$ cat config.mk
export PLATFORM = sky130hd
export DESIGN_NAME = xbus_seq
export DESIGN_NICKNAME = d
export VERILOG_FILES = /design/src/rtl/xbus_pkg.sv /design/src/rtl/xbus_cycle_cnt.sv /design/src/rtl/xbus_lane_par.sv /design/src/rtl/xbus_seq.sv
export SDC_FILE = /design/constraint.sdc
export NUM_CORES = 1
export LEC_CHECK = 0
export ABC_AREA = 1
export BUFFER_PORTS_ARGS = -buffer_cell sky130_fd_sc_hd__buf_4
export CAP_MARGIN = 20
export CORE_MARGIN = 2
export CORE_UTILIZATION = 45
export DETAILED_ROUTE_END_ITERATION = 10
export PLACE_DENSITY = 0.69
export REMOVE_ABC_BUFFERS = 1
export SKIP_CTS_REPAIR_TIMING = 1
export SYNTH_ARGS = -nofsm -noshare
export SYNTH_HDL_FRONTEND = slang
export SYNTH_SLANG_ARGS = --single-unit
$ cat constraint.sdc
create_clock -name clk -period 4.15 [get_ports clk]
set_clock_uncertainty 0.15 [all_clocks]
set_input_delay 0.83 -clock clk [delete_from_list [all_inputs] [get_ports clk]]
set_output_delay 0.83 -clock clk [all_outputs]
set_load 0.01 [all_outputs]
$ cat src/rtl/xbus_pkg.sv
package xbus_pkg;

    localparam int WORD_W = 32;
    localparam int BUS_W  = 16;

    typedef enum logic [2:0] {
        ST_IDLE,
        ST_ASET,
        ST_ALE,
        ST_AHOLD,
        ST_DLEAD,
        ST_DSTRB,
        ST_DTAIL,
        ST_FIN
    } xb_state_e;

    typedef struct packed {
        logic              write;
        logic              shared;
        logic              narrow;
        logic              odd;
        logic [WORD_W-1:0] addr;
        logic [WORD_W-1:0] wdata;
    } xb_req_t;

    // parity bit of one byte lane with selectable sense
    function automatic logic xb_parity(input logic [7:0] b, input logic odd);
        return (^b) ^ odd;
    endfunction

    // slice of a word carried by beat idx, most significant part first
    function automatic logic [BUS_W-1:0] beat_sel(input logic [WORD_W-1:0] w,
                                                  input logic [1:0] idx,
                                                  input logic narrow);
        logic [WORD_W-1:0] sh;
        if (narrow) begin
            sh = w >> (8 * (3 - int'(idx)));
            return {8'h00, sh[7:0]};
        end
        sh = w >> (16 * (1 - int'(idx[0])));
        return sh[BUS_W-1:0];
    endfunction

endpackage

$ cat src/rtl/xbus_cycle_cnt.sv
module xbus_cycle_cnt #(
    parameter int W = 8
) (
    input  logic         clk,
    input  logic         rst,
    input  logic         clr,
    output logic [W-1:0] cnt
);
    always_ff @(posedge clk) begin
        if (rst || clr)
            cnt <= '0;
        else if (cnt != '1)
            cnt <= cnt + 1'b1;
    end
endmodule

$ cat src/rtl/xbus_lane_par.sv
module xbus_lane_par
    import xbus_pkg::*;
#(
    parameter int LANES = 2
) (
    input  logic [8*LANES-1:0] data,
    input  logic               odd,
    output logic [LANES-1:0]   par
);
    for (genvar g = 0; g < LANES; g++) begin : g_lane
        assign par[g] = xb_parity(data[8*g +: 8], odd);
    end
endmodule

$ cat src/rtl/xbus_seq.sv
module xbus_seq
    import xbus_pkg::*;
#(
    parameter int TIM_W    = 4,
    parameter int WDOG_CYC = 64
) (
    input  logic              clk,
    input  logic              rst,
    input  logic              req_valid,
    input  logic              req_write,
    input  logic [WORD_W-1:0] req_addr,
    input  logic [WORD_W-1:0] req_wdata,
    input  logic              cfg_shared,
    input  logic              cfg_narrow,
    input  logic              cfg_odd,
    input  logic              cfg_rd_ext,
    input  logic              cfg_wr_ext,
    input  logic [TIM_W-1:0]  cfg_asetup,
    input  logic [TIM_W-1:0]  cfg_alewid,
    input  logic [TIM_W-1:0]  cfg_ahold,
    input  logic [TIM_W-1:0]  cfg_we_lead,
    input  logic [TIM_W-1:0]  cfg_we_wid,
    input  logic [TIM_W-1:0]  cfg_we_tail,
    input  logic [TIM_W-1:0]  cfg_oe_lead,
    input  logic [TIM_W-1:0]  cfg_oe_wid,
    output logic [WORD_W-1:0] ext_addr,
    output logic [BUS_W-1:0]  ad_out,
    output logic              ad_oe,
    input  logic [BUS_W-1:0]  ad_in,
    output logic [1:0]        par_out,
    input  logic [1:0]        par_in,
    output logic              cs,
    output logic              ale,
    output logic              we,
    output logic              oe,
    input  logic              ack,
    output logic              busy,
    output logic              done,
    output logic [WORD_W-1:0] rdata,
    output logic              par_err,
    output logic              tmo_err
);
    localparam int LANES = BUS_W / 8;
    localparam int WD_W  = $clog2(WDOG_CYC) + 1;
    localparam int CNT_W = (WD_W > TIM_W + 1) ? WD_W : TIM_W + 1;

    xb_state_e         st, st_nxt;
    xb_req_t           rq;
    logic [1:0]        abeat, dbeat;
    logic              perr_q, tmo_q;
    logic [WORD_W-1:0] rdata_q;
    logic [CNT_W-1:0]  cnt;

    logic [1:0]        beat_last, abeat_last;
    logic [TIM_W-1:0]  t_lead, t_pulse;
    logic              use_ext, strobe_end, wd_hit, tail_done;
    logic              in_addr, in_data, lane_err;
    logic [LANES-1:0]  pgen, pchk;

    // phase interval counter, restarted on every phase change
    xbus_cycle_cnt #(.W(CNT_W)) u_cnt (
        .clk (clk),
        .rst (rst),
        .clr (st_nxt != st),
        .cnt (cnt)
    );

    assign beat_last  = rq.narrow ? 2'd3 : 2'd1;
    assign abeat_last = rq.shared ? beat_last : 2'd0;
    assign t_lead     = rq.write ? cfg_we_lead : cfg_oe_lead;
    assign t_pulse    = rq.write ? cfg_we_wid  : cfg_oe_wid;
    assign use_ext    = rq.write ? cfg_wr_ext  : cfg_rd_ext;
    assign strobe_end = ack || (!use_ext && cnt == CNT_W'(t_pulse));
    assign wd_hit     = use_ext && !ack && cnt == CNT_W'(WDOG_CYC - 1);
    assign tail_done  = rq.write ? (cnt == CNT_W'(cfg_we_tail)) : 1'b1;

    always_comb begin
        st_nxt = st;
        unique case (st)
            ST_IDLE:  if (req_valid) st_nxt = ST_ASET;
            ST_ASET:  if (cnt == CNT_W'(cfg_asetup)) st_nxt = ST_ALE;
            ST_ALE:   if (cnt == CNT_W'(cfg_alewid)) st_nxt = ST_AHOLD;
            ST_AHOLD: if (cnt == CNT_W'(cfg_ahold))
                          st_nxt = (abeat == abeat_last) ? ST_DLEAD : ST_ASET;
            ST_DLEAD: if (cnt == CNT_W'(t_lead)) st_nxt = ST_DSTRB;
            ST_DSTRB: if (strobe_end) st_nxt = ST_DTAIL;
                      else if (wd_hit) st_nxt = ST_FIN;
            ST_DTAIL: if (tail_done)
                          st_nxt = (dbeat == beat_last) ? ST_FIN : ST_DLEAD;
            ST_FIN:   st_nxt = ST_IDLE;
            default:  st_nxt = ST_IDLE;
        endcase
    end

    // read beat lane check
    xbus_lane_par #(.LANES(LANES)) u_pchk (.data(ad_in), .odd(rq.odd), .par(pchk));

    always_comb begin
        lane_err = 1'b0;
        for (int i = 0; i < LANES; i++)
            if (i == 0 || !rq.narrow)
                lane_err = lane_err | (pchk[i] ^ par_in[i]);
    end

    always_ff @(posedge clk) begin
        if (rst) begin
            st      <= ST_IDLE;
            rq      <= '0;
            abeat   <= '0;
            dbeat   <= '0;
            perr_q  <= 1'b0;
            tmo_q   <= 1'b0;
            rdata_q <= '0;
        end else begin
            st <= st_nxt;
            if (st == ST_IDLE && req_valid) begin
                rq      <= '{write: req_write, shared: cfg_shared, narrow: cfg_narrow,
                             odd: cfg_odd, addr: req_addr, wdata: req_wdata};
                abeat   <= '0;
                dbeat   <= '0;
                perr_q  <= 1'b0;
                tmo_q   <= 1'b0;
                rdata_q <= '0;
            end
            if (st == ST_AHOLD && st_nxt != ST_AHOLD)
                abeat <= abeat + 1'b1;
            if (st == ST_DTAIL && st_nxt != ST_DTAIL)
                dbeat <= dbeat + 1'b1;
            if (st == ST_DSTRB && strobe_end && !rq.write) begin
                rdata_q <= rq.narrow ? {rdata_q[WORD_W-9:0], ad_in[7:0]}
                                     : {rdata_q[WORD_W-BUS_W-1:0], ad_in};
                perr_q  <= perr_q | lane_err;
            end
            if (st == ST_DSTRB && wd_hit)
                tmo_q <= 1'b1;
        end
    end

    assign in_addr  = (st == ST_ASET) || (st == ST_ALE) || (st == ST_AHOLD);
    assign in_data  = (st == ST_DLEAD) || (st == ST_DSTRB) || (st == ST_DTAIL);
    assign busy     = (st != ST_IDLE);
    assign done     = (st == ST_FIN);
    assign par_err  = done && perr_q;
    assign tmo_err  = done && tmo_q;
    assign rdata    = rdata_q;
    assign cs       = in_data;
    assign ale      = (st == ST_ALE);
    assign we       = (st == ST_DSTRB) && rq.write;
    assign oe       = (st == ST_DSTRB) && !rq.write;
    assign ad_oe    = (in_addr && rq.shared) || (in_data && rq.write);
    assign ext_addr = (busy && !rq.shared) ? rq.addr : '0;
    assign ad_out   = ad_oe ? beat_sel(in_addr ? rq.addr : rq.wdata,
                                       in_addr ? abeat : dbeat, rq.narrow) : '0;

    xbus_lane_par #(.LANES(LANES)) u_pgen (.data(ad_out), .odd(rq.odd), .par(pgen));
    assign par_out = ad_oe ? pgen : '0;

    // ---------------- assertions ----------------
    p_idle_quiet_r1: assert property (@(posedge clk) disable iff (rst)
        !busy |-> (!cs && !ale && !ad_oe && !we && !oe));

    p_ale_no_cs_r2: assert property (@(posedge clk) disable iff (rst)
        $rose(ale) |-> $past(!cs) && !cs);

    p_we_after_cs_r6: assert property (@(posedge clk) disable iff (rst)
        $rose(we) |-> $past(cs));

    p_oe_after_cs_r7: assert property (@(posedge clk) disable iff (rst)
        $rose(oe) |-> $past(cs));

    p_ack_ends_r8: assert property (@(posedge clk) disable iff (rst)
        (st == ST_DSTRB && ack) |=> (st == ST_DTAIL));

    p_ext_holds_r9: assert property (@(posedge clk) disable iff (rst)
        (st == ST_DSTRB && use_ext && !ack && cnt != CNT_W'(WDOG_CYC - 1))
        |=> (st == ST_DSTRB));

    p_tmo_from_strobe_r10: assert property (@(posedge clk) disable iff (rst)
        $rose(tmo_err) |-> $past(st == ST_DSTRB));

    p_perr_with_done_r12: assert property (@(posedge clk) disable iff (rst)
        par_err |-> done && !rq.write);

    p_done_pulse_r13: assert property (@(posedge clk) disable iff (rst)
        done |=> !done && !busy);

endmodule

==> results of run 1 <==
-- final timing paths --
check / slack [ns] / startpoint / to / depth (start not counted)
max: 0.28 / st[2] / par_out[1] / 14
min: 0.30 / rq[14] / rq[14] / 2
max reg2reg: 1.33 / rq[67] / rdata[9] / 13
min reg2reg: 0.30 / rq[14] / rq[14] / 2
-- state kept, by name, summed over array words and instances (netlist names) --
name,count
perr_q,1
st,3
u_cnt.cnt,7
rdata,32
tmo_q,1
dbeat,2
rq,68
abeat,2
-- worst max-delay path, stage by stage (launching register included) --
cell and delay (ns):
dfxtp_1 0.55, inv_6 0.11, o21ai_4 0.13, nand2_1 0.14, nand2_4 0.26, o21ai_0 0.21
nor3_4 0.30, xor2_1 0.17, nand2_1 0.06, nand2_1 0.08, inv_1 0.04, nand2_1 0.07
a21oi_1 0.06, nor2_1 0.13, buf_4 0.14
-- per-layer routing --
metal  GRT usage (%)  up-vias  wire length [µm]
met5               0        -                 0
met4            8.02        0               280
met3            6.16       24              1420
met2            39.2      213              9200
met1            32.2     3214              9010
li1                -     3770                 -
-- area by class of cell --
type                            count  area [µm²]  area share, %
Clock buffer                       22         454           5.02
Clock inverter                     10        60.1          0.664
Inverter                          118         452           5.00
Multi-Input combinational cell    779        3770           41.8
Sequential cell                   116        2320           25.7
Tap cell                          188         235           2.60
Timing Repair Buffer              228        1740           19.2
-- report_power, final --
group          switching [µW]  total, µW  internal [µW]
Clock                     516       1280            768
Combinational             475        786            311
Sequential               41.9       1230           1190
Total                    1030       3300           2270
-- placed cells by master, fill, tap and decap left out, types with 10 or more instances in the layout --
cell and n:
a21oi_1 121, o21ai_1 10, nand3_1 51, o21ai_0 91, inv_1 102, nand2_1 333
xor2_1 30, dfxtp_1 114, inv_2 12, buf_4 225, xnor2_1 20, nor2_1 72
clkbuf_16 17
-- stage by stage --
step | power (µW) | TNS, ns | hold slack [ns] | setup slack (ns) | cell area [µm²]
after floorplan | 1720 | -19.82 | 0.282 | -0.541 | 6520
after global placement | 2010 | 0 | 0.290 | 0.649 | 8480
after detailed placement | 2020 | 0 | 0.294 | 0.623 | 8480
after CTS | 3300 | 0 | 0.303 | 0.155 | 8990
after global routing | 3470 | -0.0134 | 0.317 | -0.0134 | 9040
final | 3300 | 0 | 0.302 | 0.276 | 9040
-- cells by family (layout without fill, tap and decap cells) --
kind of cell | count (synthesis) | after routing | synth area share (%)
compound gates | 230 | 230 | 17.5
buf+inv | 177 | 378 | 11.3
xor+xnor | 52 | 52 | 6.88
flops | 116 | 116 | 34.0
fa+ha+maj | 1 | 1 | 0.183
simple gates | 496 | 496 | 30.2
==> results_dict.tcl, run 1 <==
set metrics [dict create \
    period_needed_ns 3.87 \
    netlist.area_leader.share_pct 34.0 \
    synth.most_common_cell "nand2_1" \
    final_nets 1385 \
    finalSetupViolations 0 \
    final_cells 1461 \
    hold_violations 0 \
    coreArea_mm2 0.0150 \
    die_area_mm2 0.0162 \
    drtPass1Iterations 8 \
    io_buffers 214 \
    leakage_uw 0.00424 \
    vias_per_cell 4.94 \
    critPathKind "reg2out" \
    routedWlPerCell_um 13.6 \
    synth_edf_count 0 \
    drv_slew 0 \
    die_h_um 127 \
    grt_pass1_wl_um 32100 \
    cts_inserted_buffers 17 \
    required_ns 3.17 \
    die_width_um 127 \
    tightest_slew_ns 0.951 \
    drive_gt1_share_pct 23.9 \
    clock_latency_ns 0.42 \
    drtIter0Drc 544 \
    area_growth_pct 32.2 \
    worstSetupEndpointType "output port" \
    clkSinkCount 116 \
    cts_tree "yes" \
    power.density_mw_per_mm2 365 \
    htree_levels 4 \
    yosysSeqAreaShare_pct 34.0 \
    grt_max_degree 98 \
    fmax_mhz 258 \
    cts-root-buf "clkbuf_16" \
    synth_top_area_cell "dfxtp_1" \
    track_usage_pct 24.4 \
    final_core_util_pct 60.1 \
    antenna_cells 0 \
    synth.distinct_cells 40 \
    finalCritPeriodShare_pct 93.3 \
    peakVddDrop_uv 309 \
    cp.arrival_ns 2.89 \
    slew_headroom_pct 36.6 \
    synth_area_mm2 0.00684 \
    ys_ff_latch 116 \
    maxCapViolations 0 \
    hpwl_um 14500 \
    num_rows 45 \
    ys_warn_count 0 \
    synth_area_per_cell_um2 6.38 \
    synth_common_cells "nand2_1, a21oi_1, dfxtp_1" \
    synth.area.top_cells "dfxtp_1, nand2_1, a21oi_1" \
    outcome "complete, no violations" \
    grt_pass1_vias 6553 \
    fill_cells 1476 \
    holdCritPathClass "reg2reg" \
    path_max_fanout 27 \
    critPathLaunchType "register" \
    ant_nets 0 \
    clockBufferDepth 2 \
    synth_cells 1072 \
    place.gp.congestion 0.869 \
    antenna_found_initial 0 \
    vias 7221 \
    drc 0 \
    ios 215 \
    grt.overflow.total 0 \
    async_reset_ff_share_pct 0 \
    synthFlopType "dfxtp_1" \
    initial_core_util_pct 45.5 \
    drt-total-wl_um 19900 \
    post-place-cells 1426 \
    clk_pin_slew_ns 0.05 \
]
Note: power is estimated with default switching activity, not from simulation.
==> run 2: changes to the inputs <==
Settings changed: CORE_UTILIZATION 45 to 50, PLACE_DENSITY 0.69 to 0.75.
==> results_dict.tcl, run 2 (synthesis results as in run 1) <==
set metrics [dict create \
    outcome "complete, no violations" \
    clk_pin_slew_ns 0.05 \
    antenna_cells 0 \
    routedWlPerCell_um 13.4 \
    clkSinkCount 116 \
    clockBufferDepth 2 \
    routed-wl-met2_um 8920 \
    htree_levels 4 \
    hpwl_um 13800 \
    critPathKind "reg2out" \
    wl_met1_um 8620 \
    cp_top_family "simple AND/OR/NAND/NOR gates" \
    grt_max_degree 99 \
    r2r-start "rq[67]" \
    hp-start "rq[3]" \
    cts-root-buf "clkbuf_16" \
    period_needed_ns 3.85 \
    fmax_mhz 259 \
    maxCapViolations 0 \
    leakage_uw 0.00425 \
    drtPass1Iterations 4 \
    placed_area_mm2 0.00847 \
    cp.arrival_ns 2.87 \
    drtIter0Drc 558 \
    required_ns 3.17 \
    worst_r2r_endpoint "rdata[18]" \
    r2r_cells 13 \
    drt-total-wl_um 19400 \
    fill_cells 1221 \
    crit_chain "inv_1 > nand2_2 > nand3_2 > nand2_8 > o21ai_0 > nor3_4 > xor2_1 > nand2_1 > nand2_1 > nand2_1 > nand3_1 > nand2_1 > nor2_1 > buf_4" \
    cts_tree "yes" \
    cpPeakStageDelay_ns 0.50 \
    drv_slew 0 \
    clock_latency_ns 0.42 \
    finalCritPeriodShare_pct 92.9 \
    grt_setup_unrepaired "no" \
    layout_common_cells "nand2_1, buf_4, a21oi_1" \
    final_nets 1384 \
    peakVddDrop_uv 277 \
    vias 7368 \
    die_area_mm2 0.0146 \
    largest_reg_flops 68 \
    worstSetupEndpointType "output port" \
    num_rows 42 \
    stdcell_area_mm2 0.00904 \
    holdPathEnd "rq[3]" \
    grt_pass1_vias 6760 \
    drc 0 \
    track_usage_pct 26.5 \
    area_growth_pct 32.3 \
    grt.overflow.total 0 \
    wl_met3_um 1430 \
    slew_headroom_pct 35.7 \
    fin_hold_ws_ns 0.300 \
    worst_path_most_repeated_cell "nand2_1" \
    critPathLaunchType "register" \
    die_width_um 121 \
    path_buf_inv 2 \
    final_cells 1447 \
    ios 215 \
    finalSetupViolations 0 \
    final_common_cell "nand2_1" \
    io_buffers 214 \
    post-place-cells 1415 \
    regMostFlops "rq" \
    whs_path_depth 2 \
    coreArea_mm2 0.0133 \
    grt_pass1_wl_um 31300 \
    drive_gt1_share_pct 23.8 \
    place.gp.congestion 0.854 \
    vias_per_cell 5.09 \
    cp_slowest_cell "dfxtp_1" \
    hold_violations 0 \
    antenna_found_initial 0 \
    cts_inserted_buffers 17 \
    initial_core_util_pct 51.4 \
    top_layer "met4" \
    tightest_slew_ns 0.964 \
    die_h_um 121 \
    power.density_mw_per_mm2 372 \
    r2r_slack_ns 1.51 \
    ant_nets 0 \
    holdCritPathClass "reg2reg" \
    path_max_fanout 27 \
]
-- run 2: cell count changes in the layout (fill, tap and decap cells not counted), sizes merged --
cell	before	now
clkinv	8	6
buf	228	227
bufinv	0	1
-- run 2: tightest hold or removal path: cells and delay by family (launching register included) --
family / cells / cell delay, ns
DFF: 1 / 0.29
buffers and inverters: 1 / 0.06
AOI/OAI and AO/OA: 1 / 0.05
-- run 2: metrics by stage --
stage               worst slack (ns)  setup TNS [ns]  util [%]  total power [µW]
floorplan                     -0.541          -19.82         -              1720
global placement               0.647               0      63.7              2000
detailed placement             0.595               0      63.7              2010
CTS                            0.135               0      67.9              3380
global route                 0.00489               0      68.0              3530
finish                         0.295               0      68.0              3370
-- run 2: power breakdown --
| group | switching, µW | internal (µW) |
|---|---|---|
| combinational | 466 | 304 |
| clock | 509 | 861 |
| sequential | 41.3 | 1190 |
-- run 2: cell type report --
| type | instances | area, µm² | share of cell area, % |
|---|---|---|---|
| multi-input combinational | 779 | 3780 | 41.8 |
| sequential | 116 | 2320 | 25.7 |
| timing repair buffer | 227 | 1720 | 19.0 |
| clock buffer | 22 | 474 | 5.24 |
| inverter | 118 | 452 | 4.99 |
| tap | 176 | 220 | 2.43 |
| clock inverter | 9 | 80.1 | 0.885 |
-- run 2: per-layer routing --
layer	GRT usage, %	up-vias
met4	9.88	0
met1	33.4	3311
met2	43.9	248
met3	6.34	32
li1	-	3777
met5	0	-
-- run 2: how the worst max path moves through the flow --
stage | endpoint | start | cells past startpoint
after global placement | par_out[1] | st[1] | 17
after detailed placement | par_out[1] | st[1] | 17
after CTS | par_out[1] | st[1] | 17
final | par_out[1] | st[0] | 14
after global routing | par_out[0] | st[1] | 19
after floorplan | rdata[0] | req_valid | 5
==> run 3: changes to the inputs <==
Settings changed: CTS_CLUSTER_DIAMETER from default to 150, GPL_TIMING_DRIVEN from default to 0.
==> results_dict.tcl, run 3 (synthesis results as in run 1) <==
set metrics [dict create \
    clock_latency_ns 0.42 \
    hold_violations 0 \
    grt_pass1_vias 6698 \
    drc 0 \
    outcome "complete, no violations" \
    drt-total-wl_um 19300 \
    cp.arrival_ns 2.86 \
    coreArea_mm2 0.0133 \
    wl_met1_um 8490 \
    required_ns 3.17 \
    slew_headroom_pct 32.1 \
    fmax_mhz 260 \
    peakVddDrop_uv 292 \
    path_max_fanout 39 \
    vias 7302 \
    drv_slew 0 \
    top_layer "met4" \
    power.density_mw_per_mm2 364 \
    clkSinkCount 116 \
    period_needed_ns 3.84 \
    holdCritPathClass "reg2reg" \
    clk_pin_slew_ns 0.05 \
    hpwl_um 13700 \
    tightest_slew_ns 1.01 \
    io_buffers 214 \
    wl_met3_um 1570 \
    die_width_um 121 \
    cts-root-buf "clkbuf_16" \
    worstSetupEndpointType "output port" \
    ant_nets 0 \
    largest_reg_flops 68 \
    maxCapViolations 0 \
    dp_worst_setup_slack_ns 0.0347 \
    antenna_found_initial 0 \
    grt_pass1_wl_um 31000 \
    routed-wl-met2_um 8920 \
    track_usage_pct 26.2 \
    place.gp.congestion 0.852 \
    initial_core_util_pct 51.4 \
    num_rows 42 \
    die_h_um 121 \
    grt_setup_unrepaired "no" \
    grt_max_degree 83 \
    final_nets 1381 \
    routedWlPerCell_um 13.4 \
    cts_tree "yes" \
    tns_ns 0 \
    die_area_mm2 0.0146 \
    final_common_cell "nand2_1" \
    htree_levels 4 \
    regMostFlops "rq" \
    vias_per_cell 5.06 \
    leakage_uw 0.00426 \
    drtPass1Iterations 6 \
    antenna_cells 0 \
    area_growth_pct 32.8 \
    setup_slack_ns 0.308 \
    critPathLaunchType "register" \
    layout_common_cells "nand2_1, buf_4, a21oi_1" \
    ios 215 \
    grt.overflow.total 0 \
    drtIter0Drc 498 \
    clockBufferDepth 2 \
    drive_gt1_share_pct 23.7 \
    finalCritPeriodShare_pct 92.6 \
    critPathKind "reg2out" \
    cts_inserted_buffers 17 \
    finalSetupViolations 0 \
]
## run 3: per-stage QoR
stage	total power (µW)	cells	util (%)	cell area (µm²)	hold WS, ns
after floorplan	1720	1013	-	6520	0.282
after global placement	1990	1403	62.8	8340	0.289
after detailed placement	2020	1408	63.9	8500	0.293
final	3300	1443	68.3	9080	0.300
after CTS	3300	1438	67.8	9010	0.300
after global routing	3480	1443	68.3	9080	0.316
## run 3: routing by layer
layer  GRT usage [%]  vias to the layer above
met4            8.94                        0
met5               0                        -
met1            31.9                     3306
li1                -                     3756
met3            8.51                       32
met2            43.4                      208
## run 3: final cells by class
type                       instances  area [µm²]
timing repair buffer             223        1790
clock buffer                      25         485
multi-input combinational        780        3780
sequential                       116        2330
inverter                         118         452
tap                              176         220
fill                            1269        4210
clock inverter                     5        27.5
## run 3: path summary, 6_finish.rpt
kind	from	slack [ns]	endpoint	depth (start not counted)
max	rq[65]	0.31	par_out[1]	14
max reg2reg	rq[67]	0.52	rdata[11]	13
min reg2reg	rq[16]	0.30	rq[16]	2
min	rq[16]	0.30	rq[16]	2
## run 3: worst max-delay path, stage by stage, from the launching register on
cell,delay (ns)
dfxtp_4,0.64
inv_1,0.39
nand2_4,0.23
clkinv_2,0.13
nand3_1,0.12
xor2_1,0.22
inv_1,0.06
nand2_1,0.06
nand2_1,0.07
inv_1,0.06
nand2_1,0.06
nand3_1,0.08
nand2_1,0.05
nor2_1,0.10
buf_4,0.15
## run 3: where the power goes
group          total, µW  internal (µW)  switching (µW)  leakage (µW)
Sequential          1240           1190            55.4      0.000953
Combinational        778            322             456       0.00306
Clock               1280            797             485      0.000253
